**src/rtl/prbs5_pkg.sv**
```systemverilog
package prbs5_pkg;

   localparam int P5_STAGES = 5;
   localparam int P5_PERIOD = 31;

   // Stage vector indexed 1..5 in shift direction; stage 5 is the reference output.
   typedef logic [1:P5_STAGES] p5_state_t;

   // One step of the serial generator for x^5 + x^3 + 1.
   function automatic p5_state_t p5_step(input p5_state_t s);
      p5_state_t n;
      n[1] = s[3] ^ s[5];
      for (int k = 2; k <= P5_STAGES; k++) n[k] = s[k-1];
      return n;
   endfunction

   // n successive single steps; used only as an independent check of the jump network.
   function automatic p5_state_t p5_jump(input p5_state_t s, input int n);
      p5_state_t t;
      t = s;
      for (int k = 0; k < n; k++) t = p5_step(t);
      return t;
   endfunction

   // Stage that carries the i-th bit emitted in a slow cycle.
   function automatic int p5_tap_stage(input int i);
      return P5_STAGES - i;
   endfunction

endpackage

```
**src/rtl/prbs5_sel_counter.sv**
```systemverilog
module prbs5_sel_counter #(
   parameter int Q = 4
) (
   input  logic       clk,
   input  logic       rst,
   input  logic       en,
   output logic [1:0] sel,
   output logic       upd
);
   localparam logic [1:0] LAST = 2'(Q - 1);

   logic [1:0] sel_q;

   always_ff @(posedge clk) begin
      if (rst)
         sel_q <= 2'd0;
      else if (en)
         sel_q <= (sel_q == LAST) ? 2'd0 : sel_q + 2'd1;
   end

   assign sel = sel_q;
   assign upd = en & ~rst & (sel_q == LAST);

   AST_SEL_RANGE: assert property (@(posedge clk) disable iff (rst)
      sel_q <= LAST);
   AST_SEL_FROZEN: assert property (@(posedge clk) disable iff (rst)
      !en |=> $stable(sel_q));

endmodule

```
**src/rtl/prbs5_jump.sv**
```systemverilog
module prbs5_jump #(
   parameter int Q = 4
) (
   input  prbs5_pkg::p5_state_t cur,
   output prbs5_pkg::p5_state_t nxt
);
   generate
      if (Q == 2) begin : g_two
         // Two steps per update: two XOR gates.
         always_comb begin
            nxt[1] = cur[2] ^ cur[4];
            nxt[2] = cur[3] ^ cur[5];
            nxt[3] = cur[1];
            nxt[4] = cur[2];
            nxt[5] = cur[3];
         end
      end else if (Q == 4) begin : g_four
         // Four steps per update: four XOR sites.
         always_comb begin
            nxt[1] = cur[2] ^ cur[3] ^ cur[5];
            nxt[2] = cur[1] ^ cur[3];
            nxt[3] = cur[2] ^ cur[4];
            nxt[4] = cur[3] ^ cur[5];
            nxt[5] = cur[1];
         end
      end else begin : g_none
         assign nxt = cur;
      end
   endgenerate

endmodule

```
**src/rtl/prbs5_tap_hold.sv**
```systemverilog
module prbs5_tap_hold
   import prbs5_pkg::*;
#(
   parameter int        Q    = 4,
   parameter p5_state_t SEED = 5'b01001
) (
   input  logic           clk,
   input  logic           rst,
   input  logic           upd,
   input  p5_state_t      nxt,
   output p5_state_t      state,
   output logic [Q-1:0]   word
);
   p5_state_t    state_q;
   logic [Q-1:0] word_q;
   logic [Q-1:0] seed_taps;
   logic [Q-1:0] nxt_taps;

   generate
      for (genvar i = 0; i < Q; i++) begin : g_tap
         assign seed_taps[i] = SEED[p5_tap_stage(i)];
         assign nxt_taps[i]  = nxt[p5_tap_stage(i)];
      end
   endgenerate

   always_ff @(posedge clk) begin
      if (rst) begin
         state_q <= SEED;
         word_q  <= seed_taps;
      end else if (upd) begin
         state_q <= nxt;
         word_q  <= nxt_taps;
      end
   end

   assign state = state_q;
   assign word  = word_q;

   AST_RESET_SEED: assert property (@(posedge clk) disable iff (rst)
      $past(rst) |-> (state_q == SEED));
   AST_JUMP_MATCH: assert property (@(posedge clk) disable iff (rst)
      upd |=> (state_q == p5_jump($past(state_q), Q)));
   AST_NONZERO: assert property (@(posedge clk) disable iff (rst)
      state_q != '0);
   AST_WORD_STABLE: assert property (@(posedge clk) disable iff (rst)
      !upd |=> $stable(word_q));

endmodule

```
**src/rtl/prbs5_out_mux.sv**
```systemverilog
module prbs5_out_mux #(
   parameter int Q = 4
) (
   input  logic [1:0]   sel,
   input  logic [Q-1:0] word,
   output logic         ser
);
   generate
      if (Q == 2) begin : g_mux2
         assign ser = (sel == 2'd1) ? word[1] : word[0];
      end else if (Q == 4) begin : g_mux4
         // Select 00 -> bit 0, 01 -> bit 1, 10 -> bit 2, 11 -> bit 3.
         always_comb begin
            ser = (~sel[1] & ~sel[0] & word[0]) |
                  (~sel[1] &  sel[0] & word[1]) |
                  ( sel[1] & ~sel[0] & word[2]) |
                  ( sel[1] &  sel[0] & word[3]);
         end
      end else begin : g_mux_none
         assign ser = word[0];
      end
   endgenerate

endmodule

```
**src/rtl/prbs5_rate_mult.sv**
```systemverilog
module prbs5_rate_mult
   import prbs5_pkg::*;
#(
   parameter int        Q    = 4,
   parameter p5_state_t SEED = 5'b01001
) (
   input  logic         clk,
   input  logic         rst,
   input  logic         en,
   output logic         serial_out,
   output logic [Q-1:0] word_out
);
   generate
      if (Q != 2 && Q != 4) begin : g_bad_q
         $error("prbs5_rate_mult: Q must be 2 or 4");
      end
      if (SEED == '0) begin : g_bad_seed
         $error("prbs5_rate_mult: SEED must be non-zero");
      end
   endgenerate

   logic [1:0]   sel;
   logic         upd;
   p5_state_t    state;
   p5_state_t    nxt;
   logic [Q-1:0] word;

   prbs5_sel_counter #(.Q(Q)) u_sel (
      .clk (clk),
      .rst (rst),
      .en  (en),
      .sel (sel),
      .upd (upd)
   );

   prbs5_jump #(.Q(Q)) u_jump (
      .cur (state),
      .nxt (nxt)
   );

   prbs5_tap_hold #(.Q(Q), .SEED(SEED)) u_hold (
      .clk   (clk),
      .rst   (rst),
      .upd   (upd),
      .nxt   (nxt),
      .state (state),
      .word  (word)
   );

   prbs5_out_mux #(.Q(Q)) u_mux (
      .sel  (sel),
      .word (word),
      .ser  (serial_out)
   );

   assign word_out = word;

   AST_FIRST_TAP: assert property (@(posedge clk) disable iff (rst)
      (sel == 2'd0) |-> (serial_out == state[P5_STAGES]));
   AST_OUT_FROZEN: assert property (@(posedge clk) disable iff (rst)
      (!en && !$past(rst)) |=> ($stable(serial_out) && $stable(word_out)));

endmodule

```
**config.mk**
```make
export PLATFORM = sky130hd
export DESIGN_NAME = prbs5_rate_mult
export DESIGN_NICKNAME = d
export VERILOG_FILES = /design/src/rtl/prbs5_pkg.sv /design/src/rtl/prbs5_sel_counter.sv /design/src/rtl/prbs5_jump.sv /design/src/rtl/prbs5_tap_hold.sv /design/src/rtl/prbs5_out_mux.sv /design/src/rtl/prbs5_rate_mult.sv
export SDC_FILE = /design/constraint.sdc
export NUM_CORES = 1
export LEC_CHECK = 0
export BUFFER_PORTS_ARGS = -buffer_cell sky130_fd_sc_hd__buf_2
export CAP_MARGIN = 20
export CORE_AREA = 2 2 39 41
export DETAILED_ROUTE_END_ITERATION = 10
export DIE_AREA = 0 0 41 43
export GPL_TIMING_DRIVEN = 0
export HOLD_SLACK_MARGIN = 0.05
export PLACE_DENSITY_LB_ADDON = 0.2
export SLEW_MARGIN = 20
export SYNTH_ARGS = -nofsm -noshare
export SYNTH_HDL_FRONTEND = slang
export SYNTH_SLANG_ARGS = --single-unit
export TNS_END_PERCENT = 20
```
**constraint.sdc**
```tcl
create_clock -name clk -period 1.8 [get_ports clk]
set_clock_uncertainty 0.05 [all_clocks]
set_input_delay 0.18 -clock clk [delete_from_list [all_inputs] [get_ports clk]]
set_output_delay 0.18 -clock clk [all_outputs]
set_load 0.005 [all_outputs]
```
# ---- Word level (Yosys, flattened, before mapping)
# Cells that the tools add are included.
# W data, S select, Z words.
dict set report totals {
  ff_bits 11
  inputBits 3
  word_cells 27
}
dict set report classes {
  n_addsub 1
  eq_ne 1
  mux 1
  bitwise 21
}
# op count
set ops {}
lappend ops {{$and A1 B1 Y1} 10}
lappend ops {{$xor A1 B1 Y1} 5}
lappend ops {{$not A1 Y1} 3}
lappend ops {{$or A1 B1 Y1} 3}
lappend ops {{$add A2 B1 Y2 const B} 1}
lappend ops {{$eq A2 B2 Y1 const B} 1}
lappend ops {{$mux W2} 1}

# ---- Depth between registers and ports, before layout
# Gate-level depths: netlist of the first run.
dict set report logic_depth {
  ltp_word 6
  depth_mapped 4
}

# ---- Modules after synthesis
# Synthesis of the first run repeated with hierarchy kept, for this count alone.
dict set report hier_totals {
  hier_cells 35
  hier_area_um2 384.1
}
# module n_inst cells_per_inst area_per_inst_um2
set modules_own_cells {}
lappend modules_own_cells {prbs5_tap_hold 1 20 209.0}
lappend modules_own_cells {prbs5_sel_counter 1 9 95.1}
lappend modules_own_cells {prbs5_jump 1 5 57.6}
lappend modules_own_cells {prbs5_out_mux 1 1 22.5}

# ---- Worst setup path after synthesis of the first run
# Ideal clock, no wire load.
dict set report synth_path {
  kind {reg-to-reg}
  startpoint {reg u_sel.sel_q[0], in the netlist u_sel.sel[0]}
  endpoint {reg u_hold.state_q[4], in the netlist u_hold.state[4]}
  setup_time_ps 122
  t_arrival_ps 1089
  t_required_ps 1628
  path_slack_ps 539
  stages_incl_launch_ff 4
  n_path_buf 0
  period_less_slack_ps 1261
  path_cell_list {dfxtp_1 > ha_1 > nand2_4 > a311o_1}
}
dict set report synth_via {
  elab_chain_cells 2
}
# item line_no
set synth_lines {}
lappend synth_lines {{from (decl)} prbs5_sel_counter.sv:12} ;# logic [1:0] sel_q;
lappend synth_lines {{from (signal assigned)} prbs5_sel_counter.sv:18} ;# sel_q <= (sel_q == LAST) ? 2'd0 : sel_q + 2'd1;
lappend synth_lines {{$eq A2 B2 Y1} prbs5_sel_counter.sv:22} ;# assign upd = en & ~rst & (sel_q == LAST);
lappend synth_lines {{$and A1 B1 Y1} prbs5_sel_counter.sv:22}
lappend synth_lines {{to (signal assigned)} prbs5_tap_hold.sv:31} ;# state_q <= nxt;
lappend synth_lines {{to (decl)} prbs5_tap_hold.sv:14} ;# p5_state_t state_q;
# No other way between the ends.
# A chain may end at the register's enable or synchronous reset.

# ---- Worst setup path in the final report of the first run
dict set report layout_path {
  startpoint {reg u_sel.sel_q[0], in the netlist u_sel.sel[0]}
  endpoint {out serial_out}
}
dict set report layout_via {
  elab_chain_cells 6
}
# item line_no
set layout_lines {}
lappend layout_lines {{$not A1 Y1} {prbs5_out_mux.sv:14, prbs5_out_mux.sv:16}}
lappend layout_lines {{$and A1 B1 Y1 (2 in series)} prbs5_out_mux.sv:14} ;# ser = (~sel[1] & ~sel[0] & word[0]) |
lappend layout_lines {{$or A1 B1 Y1} prbs5_out_mux.sv:14}
lappend layout_lines {{$or A1 B1 Y1} prbs5_out_mux.sv:15} ;# (~sel[1] & sel[0] & word[1]) |
lappend layout_lines {{$or A1 B1 Y1 *} prbs5_out_mux.sv:16} ;# ( sel[1] & ~sel[0] & word[2]) |
lappend layout_lines {{to (decl)} prbs5_rate_mult.sv:10} ;# output logic serial_out,
# Every way passes the cells marked *; elsewhere a longest branch is shown, timed or not.

==> impl_metrics.ini, run 1 <==
[logic_synthesis]
synthArstFlopShare_pct = 0
synth.distinct_cells = 21
synth.top_cell.area_share_pct = 36.4
ys_ff_latch = 7
yosysWarnings = 0
postSynthCellCount = 41
yosys-top-cells-count = dfxtp_1 (7), ha_1 (4), inv_1 (4), nor2_1 (4), a21oi_1 (3)
ys_seq_area_share_pct = 36.4
synthTopCellsByArea = dfxtp_1 (36%), ha_1 (13%), a211o_1 (4.5%), xnor2_1 (4.5%), a21oi_1 (3.9%)
synthMostInstantiatedCell = dfxtp_1
yosysTopAreaCell = dfxtp_1
synth_ff_type = dfxtp_1
synth-edff-count = 0
synth_area_sq_um = 385
syn_avg_cell_area_sq_um = 9.40
syn-num-nets = 48

[cts]
htree_levels = 1
numCtsBuffers = 3
clkLatencyLatePin_ns = 0.25
clockBufferDepth = 2
cts_root_buffer = clkbuf_4
cts_setup_buffers = 0
clk_pin_slew_ns = 0.05
cts_tree = yes
clock_sinks = 7
cts_resized = 0
cts_hold_buf = 0

[pwr]
switching_share_pct = 23.2
ir_worst_vdd_v = 0.000289
seqPwrFrac_pct = 48.7
pwr-share-comb_pct = 10.7
switching_power_mw = 0.0789
cellLeakagePower_nw = 0.196
p_clk_share_pct = 40.6
p_per_area_nw_per_um2 = 746
p_int_mw = 0.262

[timing]
tns_ns = 0
rsz0062_at_grt = no
hold_violations = 0
worstMarginPinSlew_ns = 0.285
max_freq_mhz = 651
layout_min_cycle_time_ns = 1.54
whs_ns = 0.118
slew_violations = 0
relSlewSlack_pct = 81.0
fin_ws_ns = 0.264
finalCritPeriodShare_pct = 85.3
finalSetupViolCount = 0

[floorplan]
num_io_pins = 8
die_h_microns = 43
start_util_pct = 27.8
core_area_sq_um = 1380
std_cell_rows = 14
die_area_sq_um = 1760
die_w_microns = 41

[setup_path]
crit_fanout = 5
end_kind = output pin
cp-start-kind = flop
crit_type = flop to output pin
crit_required_ns = 1.57
worstPathArrival_ns = 1.31

[route]
drtPass1Iterations = 4
ant_nets = 0
vias = 301
wl_microns = 679
wl_per_cell_microns = 10.3
drt_iter0_markers = 4
vias_per_cell = 4.56
drc = 0

[place]
placed_cell_area_sq_um = 430
portBuffers = 5
dpl.hpwl_microns = 500
dp.cells = 62
pre_cts_slack_ns = 0.425
routabilityCongestion = 0.679

[finish]
register_area_sq_um = 140
multi_input_area_sq_um = 218
layout-drive-gt1-share_pct = 22.0
fin_area_sq_um = 457
syn2layout_area_growth_pct = 18.5
fillers = 155
stdcell_count = 66
n_antenna_cell = 0
nets = 58

[grt]
grt_pass1_vias = 240
gr-usage-met2_pct = 10.6
grt_busiest_layer = met1
grt_max_degree = 10
met1_usage_pct = 12.9
grt_usage_pct = 9.26
grt_overflow = 0
met3_usage_pct = 7.85
grt_pass1_wl_microns = 1040
antenna_found_initial = 0

[run]
maxCapViolCount = 0

[run_status]
status = finished, final reports clean

[hold_path]
hold_path.class = primary input to flop
==> final timing paths <==
path,from,endpoint,slack (ns),cells after the start
worst max-delay path,u_sel.sel[0],serial_out,0.26,5
worst min-delay path,rst,u_sel.sel[1],0.12,2
worst max register to register,u_sel.sel[0],u_hold.state[4],0.41,4
worst min register to register,u_hold.state[4],u_hold.state[4],0.49,1
==> layout make-up <==
cell class / instances / area share, %
inverters: 4 / 3.29
clock buffers: 4 / 5.75
repair buffers: 5 / 5.48
multi-input cells: 28 / 47.7
plain buffers: 2 / 2.74
flip-flops and latches: 7 / 30.7
well taps: 16 / 4.38
==> state kept, by name (all words and copies together), names as in the netlist <==
name / flops
u_sel.sel: 2
u_hold.state: 5
==> critical path, cell delays in order (launching register included) <==
cell	delay, ns
dfxtp_1	0.39
inv_1	0.08
ha_1	0.20
a22oi_1	0.20
nand2_1	0.07
buf_2	0.12
==> placed cells by master, fill, tap and decap left out, types with 2 or more instances in the layout <==
master,instances
a22oi_1,2
a21oi_1,3
clkbuf_4,3
dfxtp_1,7
ha_1,4
inv_1,4
a211o_1,2
nor2_1,4
buf_2,6
xnor2_1,2
==> routing by layer <==
layer | vias up | routed length (microns)
met2 | 8 | 265
met1 | 132 | 364
met4 | 0 | 0
met3 | 0 | 50
li1 | 161 | -
met5 | - | 0
==> power groups by stage <==
stage,Sequential [mW],Clock [mW],Combinational [mW]
final,0.166,0.138,0.0365
after global placement,0.169,0,0.0371
after global routing,0.167,0.156,0.0427
after floorplan,0.168,0,0.0280
after CTS,0.166,0.149,0.0371
after detailed placement,0.169,0,0.0368
==> cell families after synthesis <==
| group | count (synthesis) | share of synthesized area [%] |
|---|---|---|
| adder cells (fa/ha/maj) | 4 | 13.0 |
| multiplexers | 1 | 2.60 |
| buffers and inverters | 6 | 7.14 |
| AO/OA/AOI/OAI | 9 | 17.2 |
| flip-flops | 7 | 36.4 |
| XOR/XNOR | 3 | 6.82 |
| AND/OR/NAND/NOR | 11 | 16.9 |
==> metrics by stage <==
| stage | total power [mW] | utilization (%) |
|---|---|---|
| after floorplan | 0.196 | - |
| after global placement | 0.206 | 31.1 |
| after detailed placement | 0.206 | 31.1 |
| after CTS | 0.352 | 33.0 |
| after global routing | 0.366 | 33.0 |
| final | 0.341 | 33.0 |
Power figures use the tool's default switching activity.
==> run 2, diff against run 1 <==
- clock period: 1.8 -> 1.3 ns (I/O delays scaled with it)
==> impl_metrics.ini, run 2 (synthesis results as in run 1) <==
[finish]
multi_input_area_sq_um = 265
nets = 59
fin_area_sq_um = 527
utilization_pct = 38.1
register_area_sq_um = 148
n_antenna_cell = 0
final_cell_mix = buf_2 (6), dfxtp_1 (5), nor2_1 (4)
largest_register_ff_count = 5
layout-drive-gt1-share_pct = 39.2
syn2layout_area_growth_pct = 36.7
fillers = 142
stdcell_count = 67
mostFrequentLayoutCell = buf_2

[timing]
slew_violations = 0
relSlewSlack_pct = 82.8
whs_ns = 0.172
finalSetupViolCount = 1
tns_ns = -0.0737
fin_ws_ns = -0.0737
hold_violations = 0
rsz0062_at_grt = yes
layout_min_cycle_time_ns = 1.37
worstMarginPinSlew_ns = 0.254
max_freq_mhz = 728
finalCritPeriodShare_pct = 106

[setup_path]
cp_slowest_cell = dfxtp_4
crit_type = flop to output pin
reg2reg_slack_ns = 0.08
crit_fanout = 4
worstPathArrival_ns = 1.19
crit_required_ns = 1.12
slowest_delay_ns = 0.39
end_kind = output pin
cp-start-kind = flop
cp_cell_sequence = inv_4 > ha_4 > a22oi_2 > nand2_1 > buf_2

[run_status]
violations = negative setup slack
status = finished, violations left

[cts]
clock_sinks = 7
clkLatencyLatePin_ns = 0.25
numCtsBuffers = 3
cts_root_buffer = clkbuf_4
clockBufferDepth = 2
cts_setup_buffers = 0
clk_pin_slew_ns = 0.05
cts_tree = yes
htree_levels = 1

[grt]
grt_overflow = 0
grt_max_degree = 10
grt_pass1_vias = 264
grt_usage_pct = 9.76
antenna_found_initial = 0
grt_pass1_wl_microns = 1120

[floorplan]
die_area_sq_um = 1760
die_w_microns = 41
num_io_pins = 8
die_h_microns = 43
core_area_sq_um = 1380
std_cell_rows = 14
start_util_pct = 27.8

[route]
wl_per_cell_microns = 11.1
vias = 308
ant_nets = 0
drtPass1Iterations = 3
vias_per_cell = 4.60
drt_iter0_markers = 8
wl_microns = 743
drc = 0

[place]
routabilityCongestion = 0.679
pre_cts_slack_ns = -0.0753
placed_cell_area_sq_um = 430
dpl.hpwl_microns = 500
dp.cells = 62
portBuffers = 5

[pwr]
p_total_mw = 0.498
cellLeakagePower_nw = 0.202
p_per_area_nw_per_um2 = 945
ir_worst_vdd_v = 0.000416

[run]
maxCapViolCount = 0

[hold_path]
hold_path.class = primary input to flop
run 2: cell types whose count changed in the layout (fill, tap and decap cells not counted), sizes merged:
cell	change
dlygate4sd3	+1
run 2: area by class of cell:
type	count	share of cell area [%]
inverter	4	3.80
tap	16	3.80
clock buffer	4	4.99
timing repair buffer	6	6.65
multi-input combinational	28	50.4
sequential	7	28.0
buffer	2	2.38
run 2: what timing repair did:
| item | CTS | global route |
|---|---|---|
| gates resized for setup | 16 | 0 |
| setup endpoints to repair | 4 | 1 |
| endpoints found under the hold margin | 1 | 0 |
| pin swaps | 4 | 0 |
| hold buffers | 1 | 0 |
run 2: power breakdown:
| group | internal, mW | switching, mW |
|---|---|---|
| Sequential | 0.221 | 0.0144 |
| Combinational | 0.0361 | 0.0339 |
| Clock | 0.117 | 0.0755 |
run 2: path summary, 6_finish.rpt:
path / from / to / depth (start not counted)
hold reg to reg: u_hold.state[4] / u_hold.state[4] / 1
hold / removal: en / u_hold.state[1] / 2
setup / recovery: u_sel.sel[1] / serial_out / 5
setup reg to reg: u_hold.state[2] / u_hold.state[4] / 3
run 2: worst max-delay path: cells and delay by family, from the launching register on:
family / cells / cell delay (ns)
AOI/OAI and AO/OA: 1 / 0.16
adders and majority gates: 1 / 0.15
buffers and inverters: 2 / 0.17
DFF: 1 / 0.39
and+or+nand+nor: 1 / 0.07
run 2: layer usage:
metal	track usage, %	up-vias	routed length (microns)
met5	0	-	0
met4	2.00	0	0
met3	7.85	0	47
met2	11.9	8	283
met1	13.3	134	412
li1	-	166	-
==> run 3, diff against run 2 <==
- CTS_CLUSTER_SIZE: not set -> 10
- RECOVER_POWER: not set -> 50
- SKIP_CTS_REPAIR_TIMING: not set -> 1
==> impl_metrics.ini, run 3 (synthesis results as in run 1) <==
[pwr]
p_per_area_nw_per_um2 = 953
cellLeakagePower_nw = 0.199
ir_worst_vdd_v = 0.000417
p_total_mw = 0.499

[place]
dpl.hpwl_microns = 500
portBuffers = 5
placed_cell_area_sq_um = 430
routabilityCongestion = 0.679

[cts]
clockBufferDepth = 2
htree_levels = 1
clk_pin_slew_ns = 0.05
cts_root_buffer = clkbuf_4
clkLatencyLatePin_ns = 0.25
numCtsBuffers = 3
clock_sinks = 7
cts_tree = yes

[setup_path]
worstPathArrival_ns = 1.19
crit_fanout = 4
cp-start-kind = flop
crit_type = flop to output pin
crit_required_ns = 1.12
end_kind = output pin

[timing]
tns_ns = -0.0689
finalCritPeriodShare_pct = 105
hold_violations = 0
worstMarginPinSlew_ns = 0.243
rsz0062_at_grt = yes
layout_min_cycle_time_ns = 1.37
finalSetupViolCount = 1
slew_violations = 0
max_freq_mhz = 730
fin_ws_ns = -0.0689
relSlewSlack_pct = 83.6

[grt]
grt_max_degree = 10
grt_pass1_wl_microns = 1040
grt_pass1_vias = 240
grt_usage_pct = 9.26
grt_overflow = 0
antenna_found_initial = 0

[finish]
register_area_sq_um = 148
fin_area_sq_um = 523
fillers = 142
syn2layout_area_growth_pct = 35.7
n_antenna_cell = 0
multi_input_area_sq_um = 265
nets = 59
largest_register_ff_count = 5
final_cell_mix = buf_2 (5), dfxtp_1 (5), nor2_1 (4)
layout-drive-gt1-share_pct = 39.2

[floorplan]
start_util_pct = 27.8
die_area_sq_um = 1760
num_io_pins = 8
die_h_microns = 43
core_area_sq_um = 1380
die_w_microns = 41
std_cell_rows = 14

[run]
maxCapViolCount = 0

[hold_path]
hold_path.class = primary input to flop

[route]
ant_nets = 0
drc = 0
wl_per_cell_microns = 11.3
drt_iter0_markers = 1
vias = 310
wl_microns = 754
vias_per_cell = 4.63
drtPass1Iterations = 2

[run_status]
status = finished, violations left
violations = negative setup slack
-- run 3: worst paths after layout --
path                         from              end  slack, ns  cells after the start
setup / recovery     u_sel.sel[0]       serial_out      -0.07                      5
hold / removal                rst     u_sel.sel[1]       0.06                      2
setup reg to reg  u_hold.state[2]  u_hold.state[4]       0.09                      3
hold reg to reg   u_hold.state[4]  u_hold.state[4]       0.49                      1
-- run 3: final cells by class --
class | count | share of cell area, %
Buffer | 2 | 2.39
Clock buffer | 4 | 5.02
Inverter | 4 | 3.83
Multi-Input combinational cell | 28 | 50.7
Sequential cell | 7 | 28.2
Tap cell | 16 | 3.83
Timing Repair Buffer | 6 | 5.98
-- run 3: through the flow --
step | std cells | hold slack [ns] | worst slack (ns) | utilization (%)
finish | 67 | 0.0587 | -0.0689 | 37.8
global route | 67 | 0.0558 | -0.123 | 37.8
CTS | 66 | 0.0572 | -0.209 | 33.0
detailed placement | 62 | 0.326 | -0.0753 | 31.1
global placement | 62 | 0.330 | -0.0760 | 31.1
floorplan | 41 | 0.296 | 0.0392 | -
-- run 3: metal layers --
layer	GRT usage, %	up-vias	share of wire, %
met4	2.00	0	0
met2	10.6	9	39
li1	-	167	-
met3	7.85	0	8.0
met5	0	-	0
met1	12.9	134	53
-- run 3: worst max-delay path, cell delays in order (launching register included) --
cell and delay, ns:
dfxtp_4 0.38, inv_4 0.05, ha_4 0.15, a22oi_2 0.16, nand2_1 0.07, buf_2 0.12
-- run 3: power by group --
group | switching (mW) | leakage (nW) | internal [mW] | total [mW]
combinational | 0.0346 | 0.126 | 0.0367 | 0.0713
clock | 0.0755 | 0.0150 | 0.117 | 0.192
sequential | 0.0137 | 0.0582 | 0.221 | 0.235
total | 0.124 | 0.199 | 0.375 | 0.499
